<file path="src/rtl/csd_pkg.sv">
package csd_pkg;
  localparam int BND_W = 16;

  // one rank window, first unit in the upper half
  typedef struct packed {
    logic [BND_W-1:0] first_u;
    logic [BND_W-1:0] last_u;
  } csd_bnd_t;
endpackage

</file>
<file path="src/rtl/csd_bounds_regs.sv">
module csd_bounds_regs
  import csd_pkg::*;
#(
  parameter int NUM_CS = 4,
  parameter int IDX_W  = $clog2(NUM_CS)
) (
  input  logic                  clk,
  input  logic                  rst_n,
  input  logic                  wr_en,
  input  logic [IDX_W-1:0]      wr_idx,
  input  csd_bnd_t              wr_data,
  output csd_bnd_t [NUM_CS-1:0] bnd_o
);
  csd_bnd_t [NUM_CS-1:0] bnd_q;

  for (genvar g = 0; g < NUM_CS; g++) begin : g_reg
    always_ff @(posedge clk or negedge rst_n) begin
      if (!rst_n)
        bnd_q[g] <= '0;
      else if (wr_en && (wr_idx == IDX_W'(g)))
        bnd_q[g] <= wr_data;
    end
  end

  assign bnd_o = bnd_q;
endmodule

</file>
<file path="src/rtl/csd_range_cmp.sv">
module csd_range_cmp
  import csd_pkg::*;
(
  input  csd_bnd_t         bnd,
  input  logic [BND_W-1:0] unit_idx,
  output logic             pop,
  output logic             hit
);
  // equal bounds mark an empty rank; last unit is inclusive
  assign pop = (bnd.first_u != bnd.last_u);
  assign hit = pop && (unit_idx >= bnd.first_u) && (unit_idx <= bnd.last_u);
endmodule

</file>
<file path="src/rtl/csd_first_pick.sv">
module csd_first_pick #(
  parameter int NUM_CS = 4,
  parameter int IDX_W  = $clog2(NUM_CS)
) (
  input  logic [NUM_CS-1:0] req,
  output logic              any,
  output logic [IDX_W-1:0]  idx
);
  always_comb begin
    idx = '0;
    // scan downward so the lowest set index is written last
    for (int i = NUM_CS - 1; i >= 0; i--) begin
      if (req[i]) idx = IDX_W'(i);
    end
  end
  assign any = |req;
endmodule

</file>
<file path="src/rtl/csd_cs_decoder.sv">
module csd_cs_decoder
  import csd_pkg::*;
#(
  parameter int NUM_CS     = 4,
  parameter int UNIT_SHIFT = 24,
  parameter int ADDR_W     = UNIT_SHIFT + BND_W
) (
  input  logic                       clk,
  input  logic                       rst_n,
  input  logic                       cfg_we,
  input  logic [$clog2(NUM_CS)-1:0]  cfg_idx,
  input  logic [2*BND_W-1:0]         cfg_wdata,
  input  logic                       addr_vld,
  input  logic [ADDR_W-1:0]          addr,
  output logic                       res_vld,
  output logic                       res_hit,
  output logic [$clog2(NUM_CS)-1:0]  res_cs,
  output logic [NUM_CS-1:0]          populated
);
  localparam int IDX_W = $clog2(NUM_CS);

  csd_bnd_t [NUM_CS-1:0] bnd;
  logic [BND_W-1:0]      unit_idx;
  logic [NUM_CS-1:0]     match;
  logic                  any_match;
  logic [IDX_W-1:0]      win_idx;
  logic                  unused_low;

  assign unit_idx   = addr[UNIT_SHIFT +: BND_W];
  assign unused_low = ^addr[UNIT_SHIFT-1:0];

  csd_bounds_regs #(.NUM_CS(NUM_CS), .IDX_W(IDX_W)) regs_i (
    .clk     (clk),
    .rst_n   (rst_n),
    .wr_en   (cfg_we),
    .wr_idx  (cfg_idx),
    .wr_data (csd_bnd_t'(cfg_wdata)),
    .bnd_o   (bnd)
  );

  for (genvar g = 0; g < NUM_CS; g++) begin : g_cmp
    csd_range_cmp cmp_i (
      .bnd      (bnd[g]),
      .unit_idx (unit_idx),
      .pop      (populated[g]),
      .hit      (match[g])
    );
  end

  csd_first_pick #(.NUM_CS(NUM_CS), .IDX_W(IDX_W)) pick_i (
    .req (match),
    .any (any_match),
    .idx (win_idx)
  );

  always_ff @(posedge clk or negedge rst_n) begin
    if (!rst_n) begin
      res_vld <= 1'b0;
      res_hit <= 1'b0;
      res_cs  <= '0;
    end else begin
      res_vld <= addr_vld;
      if (addr_vld) begin
        res_hit <= any_match;
        res_cs  <= any_match ? win_idx : '0;
      end
    end
  end
endmodule

</file>
<file path="config.mk">
export PLATFORM = sky130hd
export DESIGN_NAME = csd_cs_decoder
export DESIGN_NICKNAME = d
export VERILOG_FILES = /design/src/rtl/csd_pkg.sv /design/src/rtl/csd_bounds_regs.sv /design/src/rtl/csd_range_cmp.sv /design/src/rtl/csd_first_pick.sv /design/src/rtl/csd_cs_decoder.sv
export SDC_FILE = /design/constraint.sdc
export NUM_CORES = 1
export LEC_CHECK = 0
export BUFFER_PORTS_ARGS = -buffer_cell sky130_fd_sc_hd__clkbuf_2
export CAP_MARGIN = 0
export CORE_ASPECT_RATIO = 1.2
export CORE_UTILIZATION = 29
export CTS_BUF_LIST = sky130_fd_sc_hd__clkbuf_4 sky130_fd_sc_hd__clkbuf_8 sky130_fd_sc_hd__clkbuf_16
export DETAILED_ROUTE_END_ITERATION = 6
export GPL_TIMING_DRIVEN = 0
export HOLD_SLACK_MARGIN = 0.12
export PLACE_DENSITY = 0.41
export SLEW_MARGIN = 30
export SYNTH_ARGS = -nofsm -noshare
export SYNTH_HDL_FRONTEND = slang
export SYNTH_SLANG_ARGS = --single-unit
export TNS_END_PERCENT = 5
</file>
<file path="constraint.sdc">
create_clock -name clk -period 3.8 [get_ports clk]
set_input_delay 0.76 -clock clk [delete_from_list [all_inputs] [get_ports clk]]
set_output_delay 0.76 -clock clk [all_outputs]
set_load 0.01 [all_outputs]
</file>
==> results.py, run 1 <==
metrics = {
    "synth": {
        "ys.flop_type": "dfrtp_1",
        "synth_top_area_share_pct": 37.78,
        "syn_inst": 840,
        "synth_cell_types": 49,
        "ys_ff_latch": 132,
        "yosys.area.top_type": "dfrtp_1",
        "synthesis.area_um2": 8742,
        "synth.area.top_cells": "dfrtp_1 (38%), ha_1 (18%), mux2_2 (13%)",
        "yosysSeqAreaShare_pct": 37.78,
        "synth_edf_count": 0,
        "async_flop_share_pct": 100.0,
        "syn-mean-instance-area_um2": 10.41,
        "yosysWarnings": 0,
        "synth_nets": 1046,
    },
    "floorplanning": {
        "die-height_um": 192.2,
        "start_util_pct": 29.52,
        "ios": 86,
        "core_um2": 29610,
        "die-area_um2": 30850,
        "rows": 69,
        "fp.dieW_um": 160.5,
    },
    "place": {
        "place.gp.congestion": 0.8400,
        "preCtsSetupSlack_ps": 562.4,
        "dp_cells": 1293,
        "place_hpwl_mm": 21.07,
        "portBuffers": 61,
    },
    "finish": {
        "synthToLayoutAreaGrowth_pct": 16.66,
        "drive_gt1_share_pct": 22.25,
        "fill_cells": 3034,
        "seq_area_um2": 3303,
        "nets": 1128,
        "finish.utilization_pct": 34.44,
        "final_cells": 1325,
        "multiInputGateArea_um2": 4877,
        "antenna_cells": 0,
    },
    "cts": {
        "cts-buffers-inserted": 17,
        "clk_latency_ps": 420,
        "path_clk_slew_ps": 60,
        "holdBufCountCts": 0,
        "cts_tree": "done",
        "root_buffer": "clkbuf_16",
        "post-cts-setup-buffers": 0,
        "cts_sinks": 132,
        "clock_path_buffers": 2,
        "htreeDepth": 4,
        "post_cts_resized": 0,
    },
    "global_routing": {
        "gr-usage-met1_pct": 21.78,
        "grt_use_total_pct": 17.90,
        "overflow": 0,
        "grt_pass1_wl_mm": 39.39,
        "gr-usage-met2_pct": 32.13,
        "use_met3_pct": 2.505,
        "grt_pass1_vias": 6448,
        "grt_max_degree": 70,
        "antenna_found_initial": 0,
        "busiest_layer": "met2",
    },
    "timing": {
        "drv_slew": 0,
        "holdWs_ps": 351.2,
        "setup_viol": 0,
        "clock_skew_ps": 8.810,
        "worst_pin_slew_ps": 852.2,
        "fin_crit_ps": 3061,
        "final_hold_viol_count": 0,
        "fin_crit_sh_pct": 80.55,
        "worst_slack_ps": 739.0,
        "rsz0062_at_grt": "false",
        "slew_headroom_pct": 43.19,
        "fmax_mhz": 326.7,
    },
    "power_and_ir_drop": {
        "p_leak_nw": 5.063,
        "power.density_nw_per_um2": 504.8,
        "irDropWorstVdd_uv": 226.4,
    },
    "routing": {
        "drtAntennaViolNets": 0,
        "drc": 0,
        "wl_per_cell_um": 19.88,
        "vias": 6237,
        "drt-initial-drc-count": 210,
        "vias_per_cell": 4.707,
        "drt-total-wl_mm": 26.34,
        "drt_first_pass_iters": 4,
    },
    "critical_path": {
        "arrival_ps": 2300,
        "cp_max_fo": 3,
        "path_class": "reg -> out",
        "r2r_setup_slack_ps": 1280,
        "critPathLaunchType": "flop",
        "required_ps": 3040,
        "endpoint_kind": "primary output",
    },
    "min_path": {
        "hold_path_class": "in -> async",
    },
    "status": {
        "status": "complete, no violations",
    },
    "flow_run": {
        "cap_viol_max_count": 0,
    },
}
## cells by family after synthesis
group           synth area share [%]
flops                          37.78
fa+ha+maj                      18.32
simple gates                   8.401
compound gates                 9.976
mux                            12.62
buf+inv                        6.483
xor+xnor                       6.412
## synth_stat cells (all sizes together), types with 6 or more instances
| cell type | n |
|---|---|
| dfrtp | 132 |
| ha | 128 |
| inv | 128 |
| mux2 | 98 |
| xor2 | 64 |
| nand2 | 47 |
| o21ai | 45 |
| a21oi | 36 |
| a21o | 27 |
| nand4 | 25 |
| nor4 | 20 |
| clkbuf | 11 |
| buf | 8 |
| nand3 | 8 |
| nor2b | 7 |
| nor2 | 6 |
## state kept, by name, summed over array words and instances, names as in the netlist
name / flops
regs_i.bnd_o: 128
res_cs: 2
res_hit: 1
res_vld: 1
## report_power, final
part / leakage, nW / switching (mW) / internal [mW]
logic: 3.19 / 0.814 / 0.667
registers: 1.58 / 0.231 / 1.67
clock network: 0.294 / 0.672 / 1.09
## per-layer routing
| layer | part of all wire (%) | wire, um | vias up |
|---|---|---|---|
| met5 | 0 | 0 | - |
| met4 | 2.4 | 631 | 0 |
| met3 | 2.0 | 530 | 26 |
| met2 | 51 | 13500 | 77 |
| met1 | 44 | 11680 | 3039 |
| li1 | - | - | 3095 |
## worst paths after layout
path                                        start               end  depth (start not counted)
worst max-delay path            regs_i.bnd_o[120]      populated[3]                          5
worst min-delay path                        rst_n  regs_i.bnd_o[49]                          1
worst max register to register   regs_i.bnd_o[10]           res_hit                          9
worst min register to register          res_cs[1]         res_cs[1]                          1
max in group asynchronous                   rst_n  regs_i.bnd_o[93]                          2
min in group clk                         addr_vld           res_vld                          1
## cells in the final DEF (no fill, tap or decap), drive strengths merged, types with 4 or more instances in the layout
| cell | netlist | routed |
|---|---|---|
| dfrtp | 132 | 132 |
| inv | 128 | 128 |
| ha | 128 | 128 |
| mux2 | 98 | 98 |
| clkbuf | 11 | 89 |
| xor2 | 64 | 64 |
| nand2 | 47 | 47 |
| o21ai | 45 | 45 |
| a21oi | 36 | 36 |
| a21o | 27 | 27 |
| nand4 | 25 | 25 |
| nor4 | 20 | 20 |
| buf | 8 | 10 |
| nand3 | 8 | 8 |
| nor2b | 7 | 7 |
| clkinv | 0 | 7 |
| nor2 | 6 | 6 |
| a211oi | 5 | 5 |
| o211ai | 5 | 5 |
| and3 | 5 | 5 |
| nand2b | 5 | 5 |
| clkinvlp | 0 | 4 |
| bufinv | 0 | 4 |
## per-stage QoR
| stage | total power [mW] | instance area [um^2] | TNS (ps) |
|---|---|---|---|
| 6_report | 5.148 | 10200 | 0 |
| 4_1_cts | 5.225 | 10200 | 0 |
| 3_5_place_dp | 3.442 | 9584 | 0 |
| 2_1_floorplan | 2.881 | 8742 | 0 |
| 3_3_place_gp | 3.421 | 9535 | -74470 |
| 5_1_grt | 5.486 | 10200 | 0 |
## worst max-delay path: stages (launching register included)
cell and delay (ps):
dfrtp_1 400, xor2_1 230, nor4_1 540, nand4_1 350
buf_4 240, clkbuf_2 120
## area by class of cell
class	instances	share of cell area [%]
sequential	132	32.39
clock inverter	15	1.853
multi-input combinational	561	47.82
timing repair buffer	63	3.423
buffer	19	0.8465
inverter	128	4.711
tap	390	4.785
clock buffer	17	4.171
Note: power is estimated with default switching activity, not from simulation.
==> run 2: changes to the inputs <==
--- a/config.mk
+++ b/config.mk
@@ -13,7 +13,7 @@
 export DETAILED_ROUTE_END_ITERATION = 6
 export GPL_TIMING_DRIVEN = 0
 export HOLD_SLACK_MARGIN = 0.12
-export PLACE_DENSITY = 0.41
+export PLACE_DENSITY = 0.43
 export SLEW_MARGIN = 30
 export SYNTH_ARGS = -nofsm -noshare
 export SYNTH_HDL_FRONTEND = slang
==> constraint.sdc (replaced) <==
create_clock -name clk -period 2.58 [get_ports clk]
set_input_delay 0.516 -clock clk [delete_from_list [all_inputs] [get_ports clk]]
set_output_delay 0.516 -clock clk [all_outputs]
set_load 0.01 [all_outputs]
==> results.py, run 2 (synthesis gave the netlist of run 1 again) <==
metrics = {
    "critical_path": {
        "cp_slowest_cell": "nor4_2",
        "slowest_delay_ps": 410,
        "endpoint_kind": "primary output",
        "cp_max_fo": 3,
        "required_ps": 2060,
        "cp.depth": 5,
        "arrival_ps": 2030,
        "critPathLaunchType": "flop",
        "rr_worst_depth": 9,
        "cp_cell_sequence": "xor2_1 > nor4_2 > nand4_1 > buf_4 > clkbuf_2",
        "path_class": "reg -> out",
        "crit_family": "simple AND/OR/NAND/NOR gates",
        "startpoint": "regs_i.bnd_o[96]",
        "path_buf_inv": 2,
        "reg2reg_from": "regs_i.bnd_o[11]",
    },
    "timing": {
        "final_hold_viol_count": 0,
        "rsz0062_at_grt": "true",
        "fin_crit_sh_pct": 98.71,
        "fmax_mhz": 392.6,
        "slew_headroom_pct": 47.39,
        "worst_pin_slew_ps": 789.2,
        "setup_viol": 0,
        "clock_skew_ps": 5.272,
        "fin_crit_ps": 2547,
        "fin_setup_tns_ps": 0,
        "drv_slew": 0,
    },
    "flow_run": {
        "cap_viol_max_count": 0,
    },
    "finish": {
        "synthToLayoutAreaGrowth_pct": 16.89,
        "mostFrequentLayoutCell": "dfrtp_1",
        "drive_gt1_share_pct": 22.81,
        "largest_reg_flops": 128,
        "layout_common_cells": "dfrtp_1 (132), ha_1 (128), inv_1 (127)",
        "final_cells": 1328,
        "nets": 1132,
        "antenna_cells": 0,
    },
    "floorplanning": {
        "start_util_pct": 29.52,
        "fp.dieW_um": 160.5,
        "core_um2": 29610,
        "die-area_um2": 30850,
        "rows": 69,
        "ios": 86,
        "die-height_um": 192.2,
    },
    "global_routing": {
        "grt_pass1_wl_mm": 39.10,
        "grt_pass1_vias": 6585,
        "grt_use_total_pct": 17.75,
        "grt_max_degree": 54,
        "overflow": 0,
        "antenna_found_initial": 0,
    },
    "min_path": {
        "hold_path_class": "in -> reg",
        "hp-start": "addr_vld",
        "hold_depth": 1,
    },
    "place": {
        "dp_cells": 1293,
        "place.gp.congestion": 0.8558,
        "place_hpwl_mm": 21.05,
        "portBuffers": 61,
    },
    "power_and_ir_drop": {
        "p_sw_mw": 2.459,
        "irDropWorstVdd_uv": 320.9,
        "p_leak_nw": 5.078,
        "p_seq_share_pct": 38.3,
        "comb_power_share_pct": 30.1,
        "power.density_nw_per_um2": 717.6,
        "p_sw_share_pct": 33.53,
        "internal_power_mw": 4.874,
        "clkPwrFrac_pct": 31.6,
    },
    "cts": {
        "htreeDepth": 4,
        "cts-buffers-inserted": 17,
        "clk_latency_ps": 430,
        "path_clk_slew_ps": 60,
        "cts_sinks": 132,
        "cts_tree": "done",
        "clock_path_buffers": 2,
        "root_buffer": "clkbuf_16",
    },
    "routing": {
        "drc": 0,
        "wl_per_cell_um": 19.60,
        "drt-initial-drc-count": 177,
        "drtAntennaViolNets": 0,
        "drt-total-wl_mm": 26.03,
        "drt_first_pass_iters": 4,
        "vias": 6367,
        "vias_per_cell": 4.794,
    },
    "status": {
        "status": "complete, no violations",
    },
}
run 2: cell types whose count changed in the layout (fill, tap and decap cells not counted), sizes merged:
cell         before  now
clkbuf           89   99
bufinv            4    0
buf              10   13
clkinv            7    4
clkinvlp          4    1
dlygate4sd3       0    1
inv             128  127
run 2: worst register-to-register path: cells and delay by family, from the launching register on:
kind / cells / cell delay [ps]
simple gates: 4 / 1170
buf+inv: 1 / 60
fa+ha+maj: 1 / 310
flops: 1 / 360
compound gates: 3 / 470
run 2: timing repair:
| action | CTS | global route |
|---|---|---|
| hold buffers | 1 | 0 |
| endpoints found under the setup margin | 2 | 4 |
| endpoints found under the hold margin | 31 | 0 |
| pin swaps | 2 | 1 |
| setup buffers | 0 | 3 |
| resized for setup | 3 | 1 |
run 2: metrics by stage:
step	cell area, um^2	hold WS, ps	power (mW)	utilization, %	worst slack [ps]
6_report	10220	229.8	7.333	34.51	33.20
3_5_place_dp	9599	441.2	5.075	32.42	-379.6
2_1_floorplan	8742	220.4	4.243	-	151.7
4_1_cts	10190	213.4	7.456	34.40	-5.579
3_3_place_gp	9535	484.1	5.027	32.20	-1537
5_1_grt	10220	221.0	7.837	34.51	-10.19
run 2: area by class of cell:
| cell class | instances | area [um^2] |
|---|---|---|
| buffer | 19 | 86.33 |
| clock buffer | 27 | 538.0 |
| clock inverter | 4 | 20.02 |
| fill | 3076 | 19390 |
| inverter | 128 | 484.2 |
| multi-input combinational | 561 | 4897 |
| sequential | 132 | 3303 |
| tap | 390 | 488.0 |
| timing repair buffer | 67 | 401.6 |
run 2: worst paths after layout:
kind	to	slack (ps)
max	populated[3]	30
max in group asynchronous	regs_i.bnd_o[10]	1160
max reg2reg	res_hit	150
min reg2reg	res_cs[1]	490
min	res_vld	230
min in group asynchronous	regs_i.bnd_o[49]	550
run 2: power by group through the flow:
stage,clock network (mW),registers (mW),logic [mW]
2_1_floorplan,0,2.77,1.48
3_3_place_gp,0,2.84,2.19
3_5_place_dp,0,2.84,2.23
4_1_cts,2.38,2.81,2.26
5_1_grt,2.47,2.86,2.50
6_report,2.32,2.80,2.21
run 2: layer usage:
layer	global-route usage (%)	up-vias	routed length [um]	part of all wire, %
met5	0	-	0	0
met2	32.72	93	13620	52
met4	7.143	0	745	2.9
met3	2.591	30	496	1.9
li1	-	3116	-	-
met1	20.46	3128	11170	43
==> run 3: changes to the inputs <==
--- a/config.mk
+++ b/config.mk
@@ -13,7 +13,6 @@
 export DETAILED_ROUTE_END_ITERATION = 6
 export GPL_TIMING_DRIVEN = 0
 export HOLD_SLACK_MARGIN = 0.12
-export PLACE_DENSITY = 0.43
 export SLEW_MARGIN = 30
 export SYNTH_ARGS = -nofsm -noshare
 export SYNTH_HDL_FRONTEND = slang
==> results.py, run 3 (synthesis gave the netlist of run 1 again) <==
metrics = {
    "status": {
        "status": "complete, no violations",
    },
    "finish": {
        "finish.utilization_pct": 34.61,
        "largest_reg_flops": 128,
        "synthToLayoutAreaGrowth_pct": 17.25,
        "drive_gt1_share_pct": 22.65,
        "fill_cells": 3011,
        "nets": 1129,
        "layout_common_cells": "dfrtp_1 (132), ha_1 (128), inv_1 (127)",
        "mostFrequentLayoutCell": "dfrtp_1",
    },
    "min_path": {
        "hp-start": "addr_vld",
        "hold_path_class": "in -> reg",
    },
    "critical_path": {
        "reg2reg_from": "regs_i.bnd_o[16]",
        "startpoint": "regs_i.bnd_o[113]",
        "slowest_delay_ps": 420,
        "endpoint_kind": "primary output",
        "required_ps": 2060,
        "cp_slowest_cell": "nor4_2",
        "path_class": "reg -> out",
        "cp_max_fo": 3,
        "cp_cell_sequence": "xor2_1 > nor4_2 > nand4_1 > buf_4 > clkbuf_2",
        "arrival_ps": 2020,
        "critPathLaunchType": "flop",
    },
    "routing": {
        "wl_met1_mm": 10.51,
        "vias_per_cell": 4.821,
        "wl_met3_um": 529,
        "drt-initial-drc-count": 336,
        "routed-wl-met2_mm": 12.60,
        "drtAntennaViolNets": 0,
        "drc": 0,
        "vias": 6397,
        "wl_per_cell_um": 18.48,
        "highest_layer": "met4",
        "drt-total-wl_mm": 24.52,
        "drt_first_pass_iters": 4,
    },
    "power_and_ir_drop": {
        "power.density_nw_per_um2": 732.2,
        "clkPwrFrac_pct": 33.4,
        "internal_power_mw": 5.020,
        "comb_power_share_pct": 29.1,
        "p_sw_mw": 2.484,
        "p_seq_share_pct": 37.5,
        "p_sw_share_pct": 33.10,
        "irDropWorstVdd_uv": 402.7,
        "p_leak_nw": 5.065,
    },
    "floorplanning": {
        "rows": 69,
        "start_util_pct": 29.52,
        "die-area_um2": 30850,
        "die-height_um": 192.2,
        "fp.dieW_um": 160.5,
        "ios": 86,
        "core_um2": 29610,
    },
    "timing": {
        "drv_slew": 0,
        "clock_skew_ps": 6.537,
        "fin_crit_ps": 2537,
        "rsz0062_at_grt": "true",
        "slew_headroom_pct": 46.18,
        "holdWs_ps": 224.6,
        "worst_pin_slew_ps": 803.8,
        "setup_viol": 0,
        "fmax_mhz": 394.2,
        "final_hold_viol_count": 0,
        "fin_crit_sh_pct": 98.33,
    },
    "flow_run": {
        "cap_viol_max_count": 0,
    },
    "global_routing": {
        "grt_pass1_vias": 6755,
        "grt_use_total_pct": 16.79,
        "grt_max_degree": 62,
        "grt_pass1_wl_mm": 37.99,
        "antenna_found_initial": 1,
        "overflow": 0,
    },
    "cts": {
        "clk_latency_ps": 430,
        "cts_tree": "done",
        "root_buffer": "clkbuf_16",
        "clock_path_buffers": 2,
        "cts-buffers-inserted": 17,
        "path_clk_slew_ps": 60,
        "cts_sinks": 132,
        "htreeDepth": 4,
    },
    "place": {
        "portBuffers": 61,
        "place_hpwl_mm": 19.82,
        "place.gp.congestion": 0.8598,
    },
}
## run 3: per-layer routing
layer	vias to the layer above	GRT usage, %
met5	-	0
li1	3114	-
met3	39	2.526
met2	109	30.65
met4	0	7.546
met1	3135	19.25
## run 3: final timing paths
kind / to / slack, ps / cells after the start
max in group asynchronous: regs_i.bnd_o[52] / 1170 / 4
min reg2reg: res_cs[1] / 490 / 1
max: populated[3] / 40 / 5
max reg2reg: res_hit / 120 / 8
min in group asynchronous: regs_i.bnd_o[9] / 540 / 2
min: res_vld / 220 / 1
## run 3: critical path: cells and delay by family, from the launching register on
| kind | cells | cell delay, ps |
|---|---|---|
| XOR/XNOR | 1 | 160 |
| buffers and inverters | 2 | 320 |
| flip-flops | 1 | 410 |
| AND/OR/NAND/NOR | 2 | 690 |
## run 3: cell type report
cell class | count | area [um^2] | area share [%]
Clock inverter | 12 | 156.4 | 1.526
Multi-Input combinational cell | 561 | 4896 | 47.77
Timing Repair Buffer | 64 | 379.1 | 3.699
Antenna cell | 1 | 2.502 | 0.02441
Inverter | 128 | 484.2 | 4.724
Buffer | 19 | 86.33 | 0.8423
Tap cell | 390 | 488.0 | 4.761
Sequential cell | 132 | 3303 | 32.23
Clock buffer | 20 | 454.2 | 4.431
## run 3: stage by stage
step | instance area (um^2) | cells | worst slack, ps | TNS (ps) | power, mW
after floorplan | 8742 | 840 | 151.7 | 0 | 4.243
after global placement | 9535 | 1291 | -1291 | -169700 | 4.935
after detailed placement | 9604 | 1293 | -371.1 | -904.2 | 5.025
after CTS | 10230 | 1326 | 31.01 | 0 | 7.556
after global routing | 10250 | 1327 | -20.53 | -34.33 | 7.977
final | 10250 | 1327 | 43.19 | 0 | 7.505
## run 3: power groups by stage
stage | clock (mW) | sequential (mW) | combinational [mW]
2_1_floorplan | 0 | 2.77 | 1.48
3_3_place_gp | 0 | 2.83 | 2.10
3_5_place_dp | 0 | 2.85 | 2.18
4_1_cts | 2.55 | 2.81 | 2.20
5_1_grt | 2.64 | 2.87 | 2.47
6_report | 2.51 | 2.81 | 2.18
## run 3: repair_timing
action                                  4_1_cts  5_1_grt
endpoints found under the setup margin        1        5
pin swaps                                     1        2
hold buffers                                  1        0
setup buffers                                 0        0
endpoints found under the hold margin        29        0
gates resized for setup                       1        3
